--- src/rtl/vfm_pkg.sv ---
package vfm_pkg;
  typedef enum logic [1:0] {
    TS_T1 = 2'd0,
    TS_T2 = 2'd1,
    TS_T3 = 2'd2,
    TS_T4 = 2'd3
  } tstate_e;

  typedef struct packed {
    logic mem_act;    // memory request asserted
    logic rom_area;   // upper address bits select ROM
    logic op_fetch;   // read with refresh inactive
    logic refresh;    // refresh with memory request
  } bus_cyc_t;
endpackage

--- src/rtl/vfm_decode.sv ---
module vfm_decode #(
  parameter int HI_BITS = 2
) (
  input  logic [HI_BITS-1:0] addr_hi,
  input  logic               mreq_n,
  input  logic               rd_n,
  input  logic               rfsh_n,
  output vfm_pkg::bus_cyc_t  cyc
);
  logic area_zero;

  generate
    if (HI_BITS == 1) begin : g_one
      assign area_zero = ~addr_hi[0];
    end else begin : g_many
      assign area_zero = ~|addr_hi;
    end
  endgenerate

  always_comb begin
    cyc.mem_act  = ~mreq_n;
    cyc.rom_area = area_zero;
    cyc.op_fetch = ~mreq_n & ~rd_n & rfsh_n;
    cyc.refresh  = ~mreq_n & ~rfsh_n;
  end
endmodule

--- src/rtl/vfm_sequencer.sv ---
module vfm_sequencer #(
  parameter int DW = 8
) (
  input  logic              clk,
  input  logic              rst,
  input  vfm_pkg::bus_cyc_t cyc,
  input  logic [1:0]        tstate,
  input  logic              thalf,
  input  logic              nop_force,
  input  logic [DW-1:0]     data_in,
  output logic              load_now,
  output logic              stretch_hold,
  output logic [DW-1:0]     char_code
);
  import vfm_pkg::*;

  logic nop_pend;     // forced fetch seen, refresh not yet
  logic disp_rfsh;    // refresh of a display fetch in progress
  logic stretch_rom;  // that refresh addressed ROM
  logic forced_hit;
  logic cap_now;

  assign forced_hit   = cyc.op_fetch & nop_force;
  assign cap_now      = forced_hit & (tstate_e'(tstate) == TS_T2) & thalf;
  assign load_now     = disp_rfsh & (tstate_e'(tstate) == TS_T1);
  assign stretch_hold = disp_rfsh & stretch_rom & (tstate_e'(tstate) == TS_T4);

  always_ff @(posedge clk) begin
    if (rst) begin
      nop_pend    <= 1'b0;
      disp_rfsh   <= 1'b0;
      stretch_rom <= 1'b0;
    end else begin
      if (cyc.op_fetch) begin
        nop_pend <= nop_force;
      end else if (cyc.refresh && nop_pend) begin
        nop_pend    <= 1'b0;
        disp_rfsh   <= 1'b1;
        stretch_rom <= cyc.rom_area;
      end
      if (load_now) begin
        disp_rfsh   <= 1'b0;
        stretch_rom <= 1'b0;
      end
    end
  end

  always_ff @(posedge clk) begin
    if (rst) begin
      char_code <= '0;
    end else if (cap_now) begin
      char_code <= data_in;
    end
  end


  char_capture_chk: assert property (@(posedge clk) disable iff (rst)
    cap_now |=> char_code == $past(data_in));


  stretch_rom_only_chk: assert property (@(posedge clk) disable iff (rst)
    stretch_hold |-> !cyc.op_fetch);
endmodule

--- src/rtl/vfm_select.sv ---
module vfm_select (
  input  logic              clk,
  input  logic              rst,
  input  vfm_pkg::bus_cyc_t cyc,
  input  logic              stretch_hold,
  output logic              rom_cs_n,
  output logic              ram_cs_n
);
  logic rom_hit;
  logic ram_hit;

  assign rom_hit = cyc.mem_act & cyc.rom_area;
  assign ram_hit = cyc.mem_act & ~cyc.rom_area & ~stretch_hold;

  always_ff @(posedge clk) begin
    if (rst) begin
      rom_cs_n <= 1'b1;
      ram_cs_n <= 1'b1;
    end else begin
      rom_cs_n <= ~(rom_hit | stretch_hold);
      ram_cs_n <= ~ram_hit;
    end
  end


  sel_excl_chk: assert property (@(posedge clk) disable iff (rst)
    !(!rom_cs_n && !ram_cs_n));


  rom_stretch_cause_chk: assert property (@(posedge clk) disable iff (rst)
    (!rom_cs_n && !$past(rom_hit)) |-> $past(stretch_hold));


  ram_follow_chk: assert property (@(posedge clk) disable iff (rst)
    !cyc.mem_act |=> ram_cs_n);
endmodule

--- src/rtl/vfm_pixshift.sv ---
module vfm_pixshift #(
  parameter int DW = 8
) (
  input  logic          clk,
  input  logic          rst,
  input  logic          load_now,
  input  logic [DW-1:0] data_in,
  input  logic          pix_en,
  output logic          pix_out
);
  localparam int CW = $clog2(DW + 1);
  localparam logic [CW-1:0] FULL = CW'(DW);

  logic [DW-1:0] shreg;
  logic [CW-1:0] left;

  always_ff @(posedge clk) begin
    if (rst) begin
      shreg <= '0;
      left  <= '0;
    end else if (load_now) begin
      shreg <= data_in;
      left  <= FULL;
    end else if (pix_en && left != '0) begin
      shreg <= {shreg[DW-2:0], 1'b0};
      left  <= left - 1'b1;
    end
  end

  assign pix_out = (left != '0) & shreg[DW-1];


  load_first_pix_chk: assert property (@(posedge clk) disable iff (rst)
    load_now |=> pix_out == $past(data_in[DW-1]));


  no_overflow_chk: assert property (@(posedge clk) disable iff (rst)
    left <= FULL);


  blank_idle_chk: assert property (@(posedge clk) disable iff (rst)
    (left == '0) |-> !pix_out);
endmodule

--- src/rtl/vfm_top.sv ---
module vfm_top #(
  parameter int HI_BITS = 2,
  parameter int DW      = 8
) (
  input  logic               clk,
  input  logic               rst,
  input  logic [HI_BITS-1:0] addr_hi,
  input  logic               mreq_n,
  input  logic               rd_n,
  input  logic               rfsh_n,
  input  logic [1:0]         tstate,
  input  logic               thalf,
  input  logic               nop_force,
  input  logic [DW-1:0]      data_in,
  input  logic               pix_en,
  output logic               rom_cs_n,
  output logic               ram_cs_n,
  output logic [DW-1:0]      char_code,
  output logic               pix_out
);
  vfm_pkg::bus_cyc_t cyc;
  logic load_now;
  logic stretch_hold;

  vfm_decode #(.HI_BITS(HI_BITS)) u_decode (
    .addr_hi (addr_hi),
    .mreq_n  (mreq_n),
    .rd_n    (rd_n),
    .rfsh_n  (rfsh_n),
    .cyc     (cyc)
  );

  vfm_sequencer #(.DW(DW)) u_seq (
    .clk          (clk),
    .rst          (rst),
    .cyc          (cyc),
    .tstate       (tstate),
    .thalf        (thalf),
    .nop_force    (nop_force),
    .data_in      (data_in),
    .load_now     (load_now),
    .stretch_hold (stretch_hold),
    .char_code    (char_code)
  );

  vfm_select u_select (
    .clk          (clk),
    .rst          (rst),
    .cyc          (cyc),
    .stretch_hold (stretch_hold),
    .rom_cs_n     (rom_cs_n),
    .ram_cs_n     (ram_cs_n)
  );

  vfm_pixshift #(.DW(DW)) u_pix (
    .clk      (clk),
    .rst      (rst),
    .load_now (load_now),
    .data_in  (data_in),
    .pix_en   (pix_en),
    .pix_out  (pix_out)
  );
endmodule

--- config.mk ---
export PLATFORM = sky130hd
export DESIGN_NAME = vfm_top
export DESIGN_NICKNAME = d
export VERILOG_FILES = /design/src/rtl/vfm_pkg.sv /design/src/rtl/vfm_decode.sv /design/src/rtl/vfm_sequencer.sv /design/src/rtl/vfm_select.sv /design/src/rtl/vfm_pixshift.sv /design/src/rtl/vfm_top.sv
export SDC_FILE = /design/constraint.sdc
export NUM_CORES = 1
export LEC_CHECK = 0
export ABC_AREA = 1
export BUFFER_PORTS_ARGS = -buffer_cell sky130_fd_sc_hd__buf_2
export CAP_MARGIN = 20
export CORE_ASPECT_RATIO = 1.4
export CORE_UTILIZATION = 54
export DETAILED_ROUTE_END_ITERATION = 8
export GPL_TIMING_DRIVEN = 0
export PLACE_DENSITY = 0.79
export SLEW_MARGIN = 20
export SYNTH_ARGS = -nofsm -noshare
export SYNTH_HDL_FRONTEND = slang
export SYNTH_SLANG_ARGS = --single-unit
export TNS_END_PERCENT = 20
--- constraint.sdc ---
create_clock -name clk -period 3.7 [get_ports clk]
set_input_delay 0.74 -clock clk [delete_from_list [all_inputs] [get_ports clk]]
set_output_delay 0.74 -clock clk [all_outputs]
set_load 0.02 [all_outputs]
# After elaboration in Yosys (flattened, before gate mapping)
# Index checks and enable logic that the tools add are counted.
# classes
muxes,6
bitwise_logic,21
addsub,1
eq_ne,2
n_reduce_logical,10
# op_table
operator,count
$mux W8,2
$and A1 B1 Y1,13
$mux W4,2
$not A1 Y1,7
$reduce_bool A2 Y1,2
$reduce_bool A4 Y1,1
$reduce_or A2 Y1,2
$sub A4 B1 Y4 const B,1
$eq A2 B1 Y1 const B,1
$eq A2 B2 Y1 const B,1
$logic_and A1 B1 Y1,2
$logic_not A2 Y1,1
$mux W1,2
$reduce_and A2 Y1,1
$logic_not A1 Y1,1
$or A1 B1 Y1,1
# word_totals
inputBits,20
output_inout_bits,11
regBits,25
elab_cells,49

# Longest topological paths before layout
# depth
depth_word,6
ltp_mapped,8
ltp_nobuf,8

# Cells and area by module
# Synthesis repeated with hierarchy kept, for this count alone.
# unflattened
hier_cells,184
area_unflattened_um2,1244.9
# modules_own_cells
mod,cells_each,instances,area_per_inst_um2,seq_area_each_um2
vfm_pixshift,93,1,628.1,240.2
vfm_sequencer,74,1,511.7,220.2
vfm_select,11,1,73.8,40.0
vfm_decode,6,1,31.3,0.0

# Least setup slack after synthesis
# OpenSTA, ideal clock, no wires.
# synth_timing
kind,flip-flop to output port
start,register u_pix.left[0]
end,output pix_out
n_path_buf,0
arrival_time_ps,1132
required_ps,2960
path_slack_ps,1828
stages_incl_launch_ff,4
cell_sequence,dfxtp_1 > inv_1 > ha_1 > a21boi_0
# synth_between
elab_chain_len,2
# synth_lines
item,line,source
"start, declared",vfm_pixshift.sv:15,logic [CW-1:0] left;
"start signal, assigned",vfm_pixshift.sv:26,left <= left - 1'b1;
$reduce_bool A4 Y1,vfm_pixshift.sv:30,assign pix_out = (left != '0) & shreg[DW-1];
$and A1 B1 Y1,vfm_pixshift.sv:30,
"end, declared",vfm_top.sv:19,output logic pix_out
# Every way passes these cells.

# Final worst setup path
# Same ends and word-level chain as after synthesis.

==> summary.txt <==
Routing
  – Total wire length: 2380 um
  – Routed Antenna Nets: 0
  – Number of vias per cell: 5.25
  – TritonRoute pass-1 iters: 4
  – Vias: 1091
  – Remaining DRCs: 0
  – 1st-iter DRT viols: 43
  – Drt wl/cell: 11.5 um

Place
  – Post-DP Area: 1300 um^2
  – Dpl ws: 1.95 ns
  – Placed cells: 204
  – Buffers on Ports: 29
  – HPWL after DPL: 1820 um
  – Final Wtd Congestion: 0.829

Cells and area
  – Layout cells sized above 1: 0.251
  – FILL cells: 195
  – Non-Filler Instances: 208
  – Layout Nets: 209
  – Antenna cells: 0
  – Multi-input gate area: 564 um^2
  – FF+latch area: 500 um^2
  – Fin area: 1320 um^2
  – Synthesis-to-layout area growth: 17.6%

Clock network
  – CTS tree: yes
  – CTS root buf: clkbuf_4
  – Post-CTS Setup Repair Bufs: 0
  – Clock latency on the worst-skew pair: 0.31 ns
  – # H-tree levels: 1
  – TritonCTS Buffers: 3
  – CTS-repair resized insts: 0
  – Clock Sinks: 25
  – Clock Path Buffers: 2
  – Post-CTS Hold Buffers: 0
  – Worst-path clk slew: 0.13 ns

Critical path
  – Critical path type: reg -> out
  – WP data arrival: 1.36 ns
  – Crit path capture type: output port
  – Startpoint Class: flop
  – CP max FO: 5
  – WP data required: 2.96 ns

Synth
  – Synth area leaders: dfxtp_1, nand2_1, nor2_1, a21oi_1, nand3_1
  – Async SR Flop Fraction: 0
  – Post-Syn Area: 1120 um^2
  – Cells after Synth: 154
  – Top_reg_cell synth: dfxtp_1
  – Seq/Total Area, Yosys: 0.445
  – Count of different cell masters after synthesis: 24
  – Syn_area_per_cell: 7.30 um^2
  – Synth area leader: dfxtp_1
  – Synth cell count leaders: nand2_1, dfxtp_1, nor2_1
  – Number of synthesized flops with an enable pin: 0
  – Synthesized flop and latch total: 25
  – Syn Nets: 175
  – Yosys warns: 0
  – Post-synth top area share: 0.445
  – Count leader, synth: nand2_1

Timing
  – Min Tclk post-route: 2.10 ns
  – Final setup viols: 0
  – Hold WS: 0.476 ns
  – Worst rel slew slack: 0.773
  – Setup WS post-layout: 1.60 ns
  – Max-slew violations: 0
  – Part of the cycle the worst path needs: 0.568
  – Slew @ Worst Pin: 0.341 ns
  – Worst Skew: 0.00732 ns
  – Max Freq: 0.476 GHz
  – Total negative slack: 0 ns
  – RSZ-0062 raised after global routing: no
  – Hold Vio Cnt, Final: 0

Power and ir drop
  – PwrDens: 488 nW/um^2
  – Maximum VDD drop: 300 uV
  – P_leak: 0.632 nW

Hold path
  – Worst hold path class: reg -> reg

Global route
  – Final global-route overflow total: 0
  – Pin count of the biggest net entering global routing: 14
  – Initial antenna violation count: 0
  – Vias in the first global route: 999
  – First-pass GRT wire length: 4060 um
  – GR Util All Layers: 0.251

Status
  – Status: complete, no violations

Floorplanning
  – Die footprint: 2270 um^2
  – Die Y: 56 um
  – Row count: 19
  – Initial Util: 0.570
  – I/O pin cnt: 31
  – DIE WIDTH: 40.6 um
  – Core area: 1970 um^2

Job
  – Max cap viols: 0
==> metal layers <==
metal / wire, um / track usage
met3: 93 / 0.0320
met4: 34 / 0.0810
met1: 963 / 0.276
met5: 0 / 0
met2: 1290 / 0.451
==> final cells by class <==
class                   count  share of cell area
clock buffers               4              0.0199
inverters                   9              0.0293
plain buffers               3              0.0161
multi-input cells         117               0.427
repair buffers             29               0.110
well taps                  21              0.0199
flip-flops and latches     25               0.378
==> placed cells by master (no fill, tap or decap) <==
cell type  instances
buf_2             30
ha_1               1
clkinv_4           1
clkbuf_1           1
a21boi_0           1
clkbuf_2           1
clkbuf_4           3
dfxtp_1           25
nand2_2            1
inv_1              7
o21ai_0            9
nand2_4            2
a21oi_2            1
a21oi_1           13
nand3_2            1
nand4_1            1
nand2_1           46
nand3_1            9
o21ai_1            1
buf_6              1
nor2_1            18
nor2_4             1
inv_2              1
nor3_1             8
nand3b_4           1
nor2_2             3
==> sequential cells by signal (all words and copies together) (netlist names) <==
| name | count |
|---|---|
| u_seq.stretch_rom | 1 |
| u_seq.disp_rfsh | 1 |
| u_pix.shreg | 8 |
| u_pix.left | 4 |
| u_select.rom_cs_n | 1 |
| u_select.ram_cs_n | 1 |
| u_seq.char_code | 8 |
| u_seq.nop_pend | 1 |
==> final timing paths <==
check                        end           start  cells past startpoint  slack (ns)
hold reg to reg   u_pix.shreg[6]  u_pix.shreg[6]                      2        0.48
setup reg to reg  u_pix.shreg[3]   u_pix.left[0]                      8        2.34
setup / recovery         pix_out   u_pix.left[0]                      4        1.60
hold / removal    u_pix.shreg[6]  u_pix.shreg[6]                      2        0.48
==> worst max-delay path, cell delays in order, from the launching register on <==
cell and delay [ns]:
dfxtp_1 0.36, inv_1 0.08, ha_1 0.26, a21boi_0 0.18, buf_2 0.18
==> cells by family (layout without fill, tap and decap cells) <==
group           Yosys count  count (layout)  synth area share
flops                    25              25             0.445
compound gates           25              25             0.117
simple gates             91              91             0.374
buf+inv                  12              45            0.0534
fa+ha+maj                 1               1            0.0111
==> stage by stage <==
| step | util | power, mW |
|---|---|---|
| after floorplan | - | 0.479 |
| after global placement | 0.657 | 0.523 |
| after detailed placement | 0.657 | 0.532 |
| after CTS | 0.670 | 0.645 |
| after global routing | 0.670 | 0.696 |
| final | 0.670 | 0.645 |
==> power breakdown <==
part	internal [mW]	switching (mW)	leakage [nW]
clock	0.0421	0.0775	0.0150
combinational	0.0730	0.138	0.415
sequential	0.296	0.0181	0.203
total	0.411	0.234	0.632
(Power assumes the default switching activity.)
